--- src/rtl/adpcm_pkg.sv ---
package adpcm_pkg;

    localparam int STEP_COUNT = 49;
    localparam int IDX_W      = $clog2(STEP_COUNT);
    localparam int STEP_W     = 11;
    localparam int MAG_W      = 3;
    localparam int PROD_W     = STEP_W + MAG_W + 1;
    localparam int DELTA_W    = PROD_W - 3;
    localparam int ADJ_W      = 5;

    typedef logic [IDX_W-1:0]  idx_t;
    typedef logic [STEP_W-1:0] step_t;

    typedef struct packed {
        logic             neg;
        logic [MAG_W-1:0] mag;
    } code_t;

    // geometric step sizes, roughly 10% growth per entry
    function automatic step_t step_lookup(input idx_t i);
        case (i)
            6'd0:  return step_t'(16);
            6'd1:  return step_t'(17);
            6'd2:  return step_t'(19);
            6'd3:  return step_t'(21);
            6'd4:  return step_t'(23);
            6'd5:  return step_t'(25);
            6'd6:  return step_t'(28);
            6'd7:  return step_t'(31);
            6'd8:  return step_t'(34);
            6'd9:  return step_t'(37);
            6'd10: return step_t'(41);
            6'd11: return step_t'(45);
            6'd12: return step_t'(50);
            6'd13: return step_t'(55);
            6'd14: return step_t'(60);
            6'd15: return step_t'(66);
            6'd16: return step_t'(73);
            6'd17: return step_t'(80);
            6'd18: return step_t'(88);
            6'd19: return step_t'(97);
            6'd20: return step_t'(107);
            6'd21: return step_t'(118);
            6'd22: return step_t'(130);
            6'd23: return step_t'(143);
            6'd24: return step_t'(157);
            6'd25: return step_t'(173);
            6'd26: return step_t'(190);
            6'd27: return step_t'(209);
            6'd28: return step_t'(230);
            6'd29: return step_t'(253);
            6'd30: return step_t'(279);
            6'd31: return step_t'(307);
            6'd32: return step_t'(337);
            6'd33: return step_t'(371);
            6'd34: return step_t'(408);
            6'd35: return step_t'(449);
            6'd36: return step_t'(494);
            6'd37: return step_t'(544);
            6'd38: return step_t'(598);
            6'd39: return step_t'(658);
            6'd40: return step_t'(724);
            6'd41: return step_t'(796);
            6'd42: return step_t'(876);
            6'd43: return step_t'(963);
            6'd44: return step_t'(1060);
            6'd45: return step_t'(1166);
            6'd46: return step_t'(1282);
            6'd47: return step_t'(1411);
            default: return step_t'(1552);
        endcase
    endfunction

    function automatic logic signed [ADJ_W-1:0] index_adjust(input logic [MAG_W-1:0] m);
        case (m)
            3'd4:    return 5'sd2;
            3'd5:    return 5'sd5;
            3'd6:    return 5'sd7;
            3'd7:    return 5'sd9;
            default: return -5'sd1;
        endcase
    endfunction

endpackage

--- src/rtl/adpcm_step_rom.sv ---
module adpcm_step_rom
    import adpcm_pkg::*;
(
    input  idx_t  idx_i,
    output step_t step_o
);
    assign step_o = step_lookup(idx_i);
endmodule

--- src/rtl/adpcm_index_adapt.sv ---
module adpcm_index_adapt
    import adpcm_pkg::*;
(
    input  idx_t             idx_i,
    input  logic [MAG_W-1:0] mag_i,
    output idx_t             idx_o
);
    localparam int SW = IDX_W + 2;
    localparam logic signed [SW-1:0] TOP = SW'(STEP_COUNT - 1);

    logic signed [SW-1:0] sum;

    always_comb begin
        sum   = $signed({2'b00, idx_i}) + SW'(index_adjust(mag_i));
        idx_o = idx_i;
        if (idx_i != '0 || mag_i > 3'd3) begin
            if (sum < 0)
                idx_o = '0;
            else if (sum > TOP)
                idx_o = idx_t'(STEP_COUNT - 1);
            else
                idx_o = sum[IDX_W-1:0];
        end
    end
endmodule

--- src/rtl/adpcm_accum_sat.sv ---
module adpcm_accum_sat
    import adpcm_pkg::*;
#(
    parameter int SAMPLE_W = 12
) (
    input  logic signed [SAMPLE_W-1:0] acc_i,
    input  code_t                      code_i,
    input  step_t                      step_i,
    output logic signed [SAMPLE_W-1:0] acc_o
);
    localparam int SUM_W = ((SAMPLE_W > DELTA_W) ? SAMPLE_W : DELTA_W) + 2;
    localparam logic signed [SUM_W-1:0] MAXV = SUM_W'((2 ** (SAMPLE_W - 1)) - 1);
    localparam logic signed [SUM_W-1:0] MINV = -SUM_W'(2 ** (SAMPLE_W - 1));

    logic [PROD_W-1:0]        prod;
    logic [DELTA_W-1:0]       dmag;
    logic signed [SUM_W-1:0]  dext;
    logic signed [SUM_W-1:0]  sum;

    always_comb begin
        prod = PROD_W'({code_i.mag, 1'b1}) * PROD_W'(step_i);
        dmag = prod[PROD_W-1:3];
        dext = $signed(SUM_W'(dmag));
        sum  = SUM_W'(acc_i) + (code_i.neg ? -dext : dext);
        if (sum > MAXV)
            acc_o = MAXV[SAMPLE_W-1:0];
        else if (sum < MINV)
            acc_o = MINV[SAMPLE_W-1:0];
        else
            acc_o = sum[SAMPLE_W-1:0];
    end
endmodule

--- src/rtl/adpcm_step_decoder.sv ---
module adpcm_step_decoder
    import adpcm_pkg::*;
#(
    parameter int SAMPLE_W = 12
) (
    input  logic                clk,
    input  logic                rst,
    input  logic                clr_i,
    input  logic                stb_i,
    input  logic [3:0]          code_i,
    output logic [SAMPLE_W-1:0] sample_o,
    output logic                valid_o
);
    code_t                      code;
    step_t                      step;
    idx_t                       idx_q, idx_n;
    logic signed [SAMPLE_W-1:0] acc_q, acc_n;
    logic                       vld_q;

    assign code = code_t'(code_i);

    adpcm_step_rom u_rom (
        .idx_i  (idx_q),
        .step_o (step)
    );

    adpcm_index_adapt u_idx (
        .idx_i (idx_q),
        .mag_i (code.mag),
        .idx_o (idx_n)
    );

    adpcm_accum_sat #(.SAMPLE_W(SAMPLE_W)) u_acc (
        .acc_i  (acc_q),
        .code_i (code),
        .step_i (step),
        .acc_o  (acc_n)
    );

    always_ff @(posedge clk) begin
        if (rst) begin
            acc_q <= '0;
            idx_q <= '0;
            vld_q <= 1'b0;
        end else if (clr_i) begin
            acc_q <= '0;
            idx_q <= '0;
            vld_q <= 1'b0;
        end else begin
            vld_q <= stb_i;
            if (stb_i) begin
                acc_q <= acc_n;
                idx_q <= idx_n;
            end
        end
    end

    assign sample_o = acc_q;
    assign valid_o  = vld_q;
endmodule

--- config.mk ---
export PLATFORM = sky130hd
export DESIGN_NAME = adpcm_step_decoder
export DESIGN_NICKNAME = d
export VERILOG_FILES = /design/src/rtl/adpcm_pkg.sv /design/src/rtl/adpcm_step_rom.sv /design/src/rtl/adpcm_index_adapt.sv /design/src/rtl/adpcm_accum_sat.sv /design/src/rtl/adpcm_step_decoder.sv
export SDC_FILE = /design/constraint.sdc
export NUM_CORES = 1
export LEC_CHECK = 0
export ABC_AREA = 1
export BUFFER_PORTS_ARGS = -buffer_cell sky130_fd_sc_hd__buf_4
export CAP_MARGIN = 20
export CELL_PAD_IN_SITES_DETAIL_PLACEMENT = 1
export CELL_PAD_IN_SITES_GLOBAL_PLACEMENT = 1
export CORE_MARGIN = 2
export CORE_UTILIZATION = 24
export CTS_CLUSTER_SIZE = 20
export DETAILED_ROUTE_END_ITERATION = 10
export HOLD_SLACK_MARGIN = 0.02
export PLACE_DENSITY_LB_ADDON = 0.2
export SLEW_MARGIN = 30
export SYNTH_ARGS = -nofsm -noshare
export SYNTH_HDL_FRONTEND = slang
export SYNTH_HIERARCHICAL = 1
export SYNTH_SLANG_ARGS = --single-unit
--- constraint.sdc ---
create_clock -name clk -period 8 [get_ports clk]
set_input_delay 1.2 -clock clk [delete_from_list [all_inputs] [get_ports clk]]
set_output_delay 1.2 -clock clk [all_outputs]
set_load 0.01 [all_outputs]
==> reports/metrics.cfg, run 1 <==
[cells_and_area]
layout_commonest_cell = nand2_1
final_cell_area_um2 = 4977
nets = 857
layout_common_cells = 260 x nand2_1, 137 x inv_1, 75 x nor2_1, 52 x nand3_1, 45 x ha_1
num_antenna_cells = 0
synthToLayoutAreaGrowth_pct = 7.951
fillCellCount = 2494
final_cells = 1017
drive_gt1_frac = 0.09068

[run]
max-cap-violations = 0

[synth]
synth.net_count = 850
synthFlopType = dfxtp_1
synth_top_area_share = 0.2117
ys_seq_area_frac = 0.08250
syn_area_um2 = 4611
synth_seq_cells = 19
synth_edf_count = 0
synthArstFlopShare = 0
synth_warnings = 6
yosys-top-cells-area = nand2_1 21%, ha_1 12%, inv_1 11%
synth_cells = 777
synth_cell_types = 45
synth_top_cell_by_area = nand2_1
synth_area_per_cell_um2 = 5.934

[clock_network]
cts_max_level = 1
ctsResizeCount = 0
cts.path.max_buffers = 2
clock-root-buffer = clkbuf_16
cts_sinks = 19
post_cts_buffers = 0
cts_buffers = 3
insertion_delay_ns = 0.26
clkTransAtPathRegs_ns = 0.06
cts_tree = yes
holdBufCountCts = 0

[global_routing]
antenna_found_initial = 0
grt_max_degree = 38
grtUsageTotal = 0.1382
overflow = 0
grt_pass1_wl_um = 23060
grt_pass1_vias = 4641

[die]
coreArea_um2 = 18770
die_y_um = 142.6
initial_utilization = 0.2457
io_pins = 21
core.rowCount = 50
die_x_um = 142.6
die-area_um2 = 20340

[placed_design]
place_inst = 1013
hpwl_um = 11020
routabilityCongestion = 0.8462
io_buffers = 20
placed_area_um2 = 4895

[detailed_routing]
routed_wirelength_um = 13100
drtIter0Drc = 97
first_pass_iters = 4
dr_total_vias = 4493
wl_per_cell_um = 12.88
ant_nets = 0
drc_errors = 0
viasPerCell = 4.418

[setup_path]
worst_path_largest_cell_delay_ns = 0.50
cpMaxStageDelayCell = fa_1
path_common_cell = nand2_1
crit_family = simple AND/OR/NAND/NOR gates
r2r_slack_ns = 1.08
worstPathRequired_ns = 8.16
cp-end-kind = register
worst-path-buf-inv = 7
cp-start-kind = register
crit_arrival_ns = 7.07
path_class = reg -> reg
path_max_fanout = 12

[sta]
hold_slack_ns = 0.5059
max_freq_ghz = 0.1446
slew_headroom = 0.5737
finalCriticalPeriod_ns = 6.915
setup_tns_ns = 0
finalHoldViolCount = 0
rsz0062_at_grt = false
setup_viol = 0
finalClockSkew_ns = 0.007313
drv_slew = 0
tightestPinTransition_ns = 0.6328
fin_crit_sh = 0.8644

[power]
peakVddDrop_v = 0.00009854
leakage_nw = 2.883
p_per_area_nw_per_um2 = 133.7

[run_status]
status = completed

[hold_path]
hold_path.class = reg -> reg

## sequential cells by signal, indices dropped and copies added (netlist names)
name and flops:
sample_o 12, idx_q 6, valid_o 1
## power breakdown
part / leakage (nW) / total [mW] / internal, mW / switching [mW]
Clock: 0.0382 / 0.108 / 0.0680 / 0.0399
Sequential: 0.157 / 0.111 / 0.101 / 0.00981
Combinational: 2.69 / 0.447 / 0.160 / 0.287
Total: 2.88 / 0.666 / 0.329 / 0.337
## kinds of logic after synthesis
logic type               after synthesis  synth area share
AND/OR/NAND/NOR                      441            0.4263
XOR/XNOR                              22           0.04179
adder cells (fa/ha/maj)               65            0.2090
buffers and inverters                162            0.1525
flip-flops                            19           0.08250
AO/OA/AOI/OAI                         68           0.08793
## cell type report
class | instances | area [um2] | area share
multi-input combinational | 596 | 3527 | 0.7086
inverter | 143 | 536.8 | 0.1078
sequential | 19 | 384.1 | 0.07717
tap | 234 | 292.8 | 0.05882
timing repair buffer | 21 | 157.7 | 0.03167
clock buffer | 4 | 78.83 | 0.01584
## final timing paths
kind	endpoint	from	cells past startpoint
setup / recovery	sample_o[2]	idx_q[1]	43
hold / removal	sample_o[9]	sample_o[9]	2
setup reg to reg	sample_o[2]	idx_q[1]	43
hold reg to reg	sample_o[9]	sample_o[9]	2
## worst register-to-register path, delay by kind of cell, from the launching register on
kind | cells | cell delay (ns)
DFF | 1 | 0.48
buffers and inverters | 7 | 0.56
xor gates and xnor gates | 1 | 0.20
adders and majority gates | 5 | 1.99
and+or+nand+nor | 24 | 2.82
AOI/OAI and AO/OA | 6 | 0.78
## cells in the mapped netlist, drive strengths merged, types with 9 or more instances
| master | number |
|---|---|
| buf | 17 |
| dfxtp | 19 |
| inv | 142 |
| xnor2 | 9 |
| nor2 | 82 |
| xor2 | 13 |
| a21oi | 27 |
| ha | 45 |
| nand3 | 58 |
| o21ai | 23 |
| o211ai | 9 |
| nand2 | 280 |
| fa | 20 |
## routing by layer
| layer | up-vias | wire length (um) | global-route usage |
|---|---|---|---|
| met5 | - | 0 | 0 |
| met4 | 0 | 78 | 0.01720 |
| met3 | 4 | 143 | 0.007066 |
| met2 | 26 | 5830 | 0.2371 |
| met1 | 2054 | 7045 | 0.1968 |
| li1 | 2409 | - | - |
## through the flow
step / utilization / worst slack (ns) / power [mW]
2_1_floorplan: - / 2.025 / 0.4669
3_3_place_gp: 0.2608 / 0.9102 / 0.5699
3_5_place_dp: 0.2608 / 0.8125 / 0.5667
4_1_cts: 0.2650 / 0.7750 / 0.6806
5_1_grt: 0.2652 / 0.1396 / 0.7546
6_report: 0.2652 / 1.085 / 0.6656
No activity file was read; power rests on OpenSTA's default activity.
==> run 2, diff against run 1 <==
--- a/config.mk
+++ b/config.mk
@@ -6,14 +6,13 @@
 export NUM_CORES = 1
 export LEC_CHECK = 0
 export ABC_AREA = 1
-export BUFFER_PORTS_ARGS = -buffer_cell sky130_fd_sc_hd__buf_4
 export CAP_MARGIN = 20
 export CELL_PAD_IN_SITES_DETAIL_PLACEMENT = 1
 export CELL_PAD_IN_SITES_GLOBAL_PLACEMENT = 1
-export CORE_MARGIN = 2
 export CORE_UTILIZATION = 24
 export CTS_CLUSTER_SIZE = 20
 export DETAILED_ROUTE_END_ITERATION = 10
+export DONT_BUFFER_PORTS = 1
 export HOLD_SLACK_MARGIN = 0.02
 export PLACE_DENSITY_LB_ADDON = 0.2
 export SLEW_MARGIN = 30
==> run 2 against run 1 <==
Routed wire length is 2.0% higher. Sequential share of layout area is 0.17 points higher. Total power is 1.7% lower. Cell count is 2.0% lower. Largest cell class unchanged. Largest power group unchanged. Highest routed layer unchanged.
==> reports/metrics.cfg, run 2 (same netlist as run 1, synthesis figures left out) <==
[power]
switchingPower_mw = 0.3329
totalPowerFinal_mw = 0.6544
share_seq_of_total_power = 0.174
leakage_nw = 2.779
swShare = 0.5087
p_int_mw = 0.3215
pwr-share-clk = 0.165
peakVddDrop_v = 0.00007269
power_frac_comb = 0.661
p_per_area_nw_per_um2 = 135.7

[placed_design]
io_buffers = 0
hpwl_um = 11190
routabilityCongestion = 0.8153
post-place-ws_ns = 0.8780
place_inst = 993
placed_area_um2 = 4745

[clock_network]
cts.path.max_buffers = 2
ctsResizeCount = 0
clkTransAtPathRegs_ns = 0.06
cts_buffers = 3
holdBufCountCts = 0
cts_max_level = 1
cts_sinks = 19
clock-root-buffer = clkbuf_16
post_cts_buffers = 0
cts_tree = yes
insertion_delay_ns = 0.26

[sta]
slew_headroom = 0.4552
finalCriticalPeriod_ns = 7.122
finalHoldViolCount = 0
drv_slew = 0
rsz0062_at_grt = false
layout_setup_ws_ns = 0.8776
setup_viol = 0
tightestPinTransition_ns = 0.8161
hold_slack_ns = 0.5421
setup_tns_ns = 0
fin_crit_sh = 0.8903
max_freq_ghz = 0.1404
finalClockSkew_ns = 0.003168

[cells_and_area]
largest_register_ffs = 12
fin_util = 0.2570
layout_commonest_cell = nand2_1
num_antenna_cells = 0
final_cells = 997
fillCellCount = 2511
seq_area_um2 = 380.4
synthToLayoutAreaGrowth_pct = 4.613
drive_gt1_frac = 0.06291
nets = 837
multi_input_area_um2 = 3527
final_cell_area_um2 = 4823
layout_common_cells = 260 x nand2_1, 137 x inv_1, 75 x nor2_1, 52 x nand3_1, 45 x ha_1

[global_routing]
grt_pass1_vias = 4680
overflow = 0
grt_pass1_wl_um = 23290
grt_max_degree = 38
antenna_found_initial = 0
grtUsageTotal = 0.1449

[detailed_routing]
ant_nets = 0
first_pass_iters = 5
wl_per_cell_um = 13.39
viasPerCell = 4.469
drc_errors = 0
routed_wirelength_um = 13350
drtIter0Drc = 140
dr_total_vias = 4456

[setup_path]
worst_path_largest_cell_delay_ns = 0.61
path_common_cell = nand2_1
cp-start-kind = register
path_max_fanout = 12
cp-end-kind = register
cpMaxStageDelayCell = dfxtp_1
worstPathRequired_ns = 8.16
r2r_slack_ns = 0.88
crit_arrival_ns = 7.28
path_class = reg -> reg

[die]
die_y_um = 140.6
initial_utilization = 0.2457
io_pins = 21
core.rowCount = 50
die_x_um = 140.6
die-area_um2 = 19770
coreArea_um2 = 18770

[run]
max-cap-violations = 0

[hold_path]
hold_path.class = reg -> reg

[run_status]
status = completed

## run 2: changes by cell type in the layout (fill, tap and decap cells not counted), sizes merged
cell,delta
buf,-20
## run 2: final cells by class
class                           instances  share of cell area
Timing Repair Buffer                    1            0.001556
Multi-Input combinational cell        596              0.7313
Sequential cell                        19             0.07886
Tap cell                              234             0.06070
Clock buffer                            4             0.01634
Inverter                              143              0.1113
## run 2: path summary, 6_finish.rpt
| check | start | end | cells past startpoint |
|---|---|---|---|
| setup / recovery | idx_q[1] | sample_o[1] | 44 |
| hold / removal | sample_o[5] | sample_o[5] | 2 |
| setup reg to reg | idx_q[1] | sample_o[1] | 44 |
| hold reg to reg | sample_o[5] | sample_o[5] | 2 |
## run 2: power by group through the flow
stage	combinational [mW]	sequential [mW]	clock [mW]
after global routing	0.499	0.115	0.117
after detailed placement	0.435	0.116	0
after CTS	0.438	0.114	0.113
after floorplan	0.356	0.111	0
final	0.433	0.114	0.108
after global placement	0.436	0.116	0
## run 2: metal layers
layer	global-route usage	up-vias	wire [um]
met1	0.1982	2050	7039
met4	0.03261	0	161
met3	0.009171	9	115
li1	-	2371	-
met2	0.2490	26	6037
met5	0	-	0
## run 2: critical path, delay by kind of cell (launching register included)
kind	cells	cell delay (ns)
simple gates	26	2.86
compound gates	5	0.68
fa+ha+maj	5	2.06
xor+xnor	1	0.21
flops	1	0.61
buf+inv	7	0.58
==> run 3, diff against run 2 <==
--- a/config.mk
+++ b/config.mk
@@ -6,15 +6,13 @@
 export NUM_CORES = 1
 export LEC_CHECK = 0
 export ABC_AREA = 1
-export CAP_MARGIN = 20
-export CELL_PAD_IN_SITES_DETAIL_PLACEMENT = 1
-export CELL_PAD_IN_SITES_GLOBAL_PLACEMENT = 1
 export CORE_UTILIZATION = 24
 export CTS_CLUSTER_SIZE = 20
 export DETAILED_ROUTE_END_ITERATION = 10
 export DONT_BUFFER_PORTS = 1
 export HOLD_SLACK_MARGIN = 0.02
 export PLACE_DENSITY_LB_ADDON = 0.2
+export SKIP_CTS_REPAIR_TIMING = 1
 export SLEW_MARGIN = 30
 export SYNTH_ARGS = -nofsm -noshare
 export SYNTH_HDL_FRONTEND = slang
==> run 3 against run 2 <==
Core utilization did not move. Critical path depth is the same. First-iteration DRC count rose by 48%. Sequential share of layout area did not move. Clock skew rose by 0.00062 ns. Final area unchanged. Sequential power barely moved. Worst hold slack gained 0.0013 ns. Fmax up 0.53%. Clock power about the same. Total power down 3.9%. Highest routed layer unchanged.
==> reports/metrics.cfg, run 3 (same netlist as run 1, synthesis figures left out) <==
[run_status]
status = completed

[detailed_routing]
drc_errors = 0
drtIter0Drc = 207
maxUsedRoutingLayer = met4
routed_wirelength_um = 11590
first_pass_iters = 4
route.met3.wl_um = 262
wl_per_cell_um = 11.62
viasPerCell = 4.390
dr_total_vias = 4377
wl_met2_um = 5132
ant_nets = 0
met1_length_um = 6131

[power]
leakage_nw = 2.779
peakVddDrop_v = 0.00008149
switchingPower_mw = 0.3089
power_frac_comb = 0.653
p_int_mw = 0.3202
share_seq_of_total_power = 0.180
p_per_area_nw_per_um2 = 130.4
swShare = 0.4910
pwr-share-clk = 0.167

[sta]
drv_slew = 0
setup_viol = 0
setup_tns_ns = 0
finalHoldViolCount = 0
slew_headroom = 0.4801
fin_crit_sh = 0.8856
hold_slack_ns = 0.5434
max_freq_ghz = 0.1411
tightestPinTransition_ns = 0.7788
rsz0062_at_grt = false
finalClockSkew_ns = 0.003787
finalCriticalPeriod_ns = 7.085

[cells_and_area]
drive_gt1_frac = 0.06291
layout_commonest_cell = nand2_1
multi_input_area_um2 = 3527
layout_common_cells = 260 x nand2_1, 137 x inv_1, 75 x nor2_1, 52 x nand3_1, 45 x ha_1
num_antenna_cells = 0
synthToLayoutAreaGrowth_pct = 4.613
largest_register_ffs = 12
fillCellCount = 2191
final_cells = 997
seq_area_um2 = 380.4
nets = 837

[global_routing]
grt_pass1_vias = 4311
overflow = 0
grt_pass1_wl_um = 20770
antenna_found_initial = 0
grtUsageTotal = 0.1261
grt_max_degree = 38

[setup_path]
crit_arrival_ns = 7.24
cpMaxStageDelayCell = dfxtp_1
path_class = reg -> reg
path_max_fanout = 12
r2r_end = sample_o[4]
worst_path_largest_cell_delay_ns = 0.64
crit_family = simple AND/OR/NAND/NOR gates
ff2ff_path_depth = 44
startpoint = idx_q[1]
worstPathRequired_ns = 8.15
path_common_cell = nand2_1
r2r_slack_ns = 0.92
worst-path-buf-inv = 7
r2r_start = idx_q[1]
cp-end-kind = register
path_depth = 44
crit_end = sample_o[4]
cp-start-kind = register

[clock_network]
cts_sinks = 19
insertion_delay_ns = 0.25
clkTransAtPathRegs_ns = 0.06
cts_max_level = 1
cts_tree = yes
cts.path.max_buffers = 2
cts_buffers = 3
clock-root-buffer = clkbuf_16

[placed_design]
place_inst = 993
routabilityCongestion = 0.8789
io_buffers = 0
hpwl_um = 9621

[die]
die_x_um = 140.6
die-area_um2 = 19770
die_y_um = 140.6
initial_utilization = 0.2457
io_pins = 21
coreArea_um2 = 18770
core.rowCount = 50

[run]
max-cap-violations = 0

[hold_path]
hold_path.class = reg -> reg

==> run 3: worst min-delay path by stage <==
stage                      from     endpoint  cells after the start
floorplan              idx_q[2]     idx_q[2]                      2
global route        sample_o[3]  sample_o[3]                      2
finish              sample_o[0]  sample_o[0]                      2
detailed placement  sample_o[3]  sample_o[3]                      2
global placement    sample_o[4]  sample_o[4]                      2
CTS                 sample_o[4]  sample_o[4]                      2
==> run 3: through the flow <==
stage | area (um2) | util | power, mW | setup slack, ns
finish | 4823 | 0.2570 | 0.6291 | 0.9152
global route | 4823 | 0.2570 | 0.7070 | 0.1416
CTS | 4823 | 0.2570 | 0.6405 | 0.8558
detailed placement | 4745 | 0.2528 | 0.5273 | 0.9048
global placement | 4745 | 0.2528 | 0.5356 | 0.8513
floorplan | 4611 | - | 0.4669 | 2.025
==> run 3: power by group through the flow <==
stage	clock network, mW	registers (mW)	logic (mW)
2_1_floorplan	0	0.111	0.356
3_3_place_gp	0	0.115	0.420
3_5_place_dp	0	0.115	0.412
4_1_cts	0.111	0.113	0.416
5_1_grt	0.113	0.114	0.479
6_report	0.105	0.113	0.411
==> run 3: per-layer routing <==
metal  vias to the layer above  GRT usage
met5                         -          0
met2                        61     0.2108
met1                      1944     0.1801
met3                         4   0.009851
li1                       2368          -
met4                         0    0.01716
==> run 3: final cells by class <==
type                            instances  share of cell area
Tap cell                              234             0.06070
Clock buffer                            4             0.01634
Multi-Input combinational cell        596              0.7313
Timing Repair Buffer                    1            0.001556
Inverter                              143              0.1113
Sequential cell                        19             0.07886
==> run 3: worst min-delay path, stage by stage, from the launching register on <==
cell and delay [ns]:
dfxtp_1 0.35, nor2_1 0.10, nor2_1 0.05
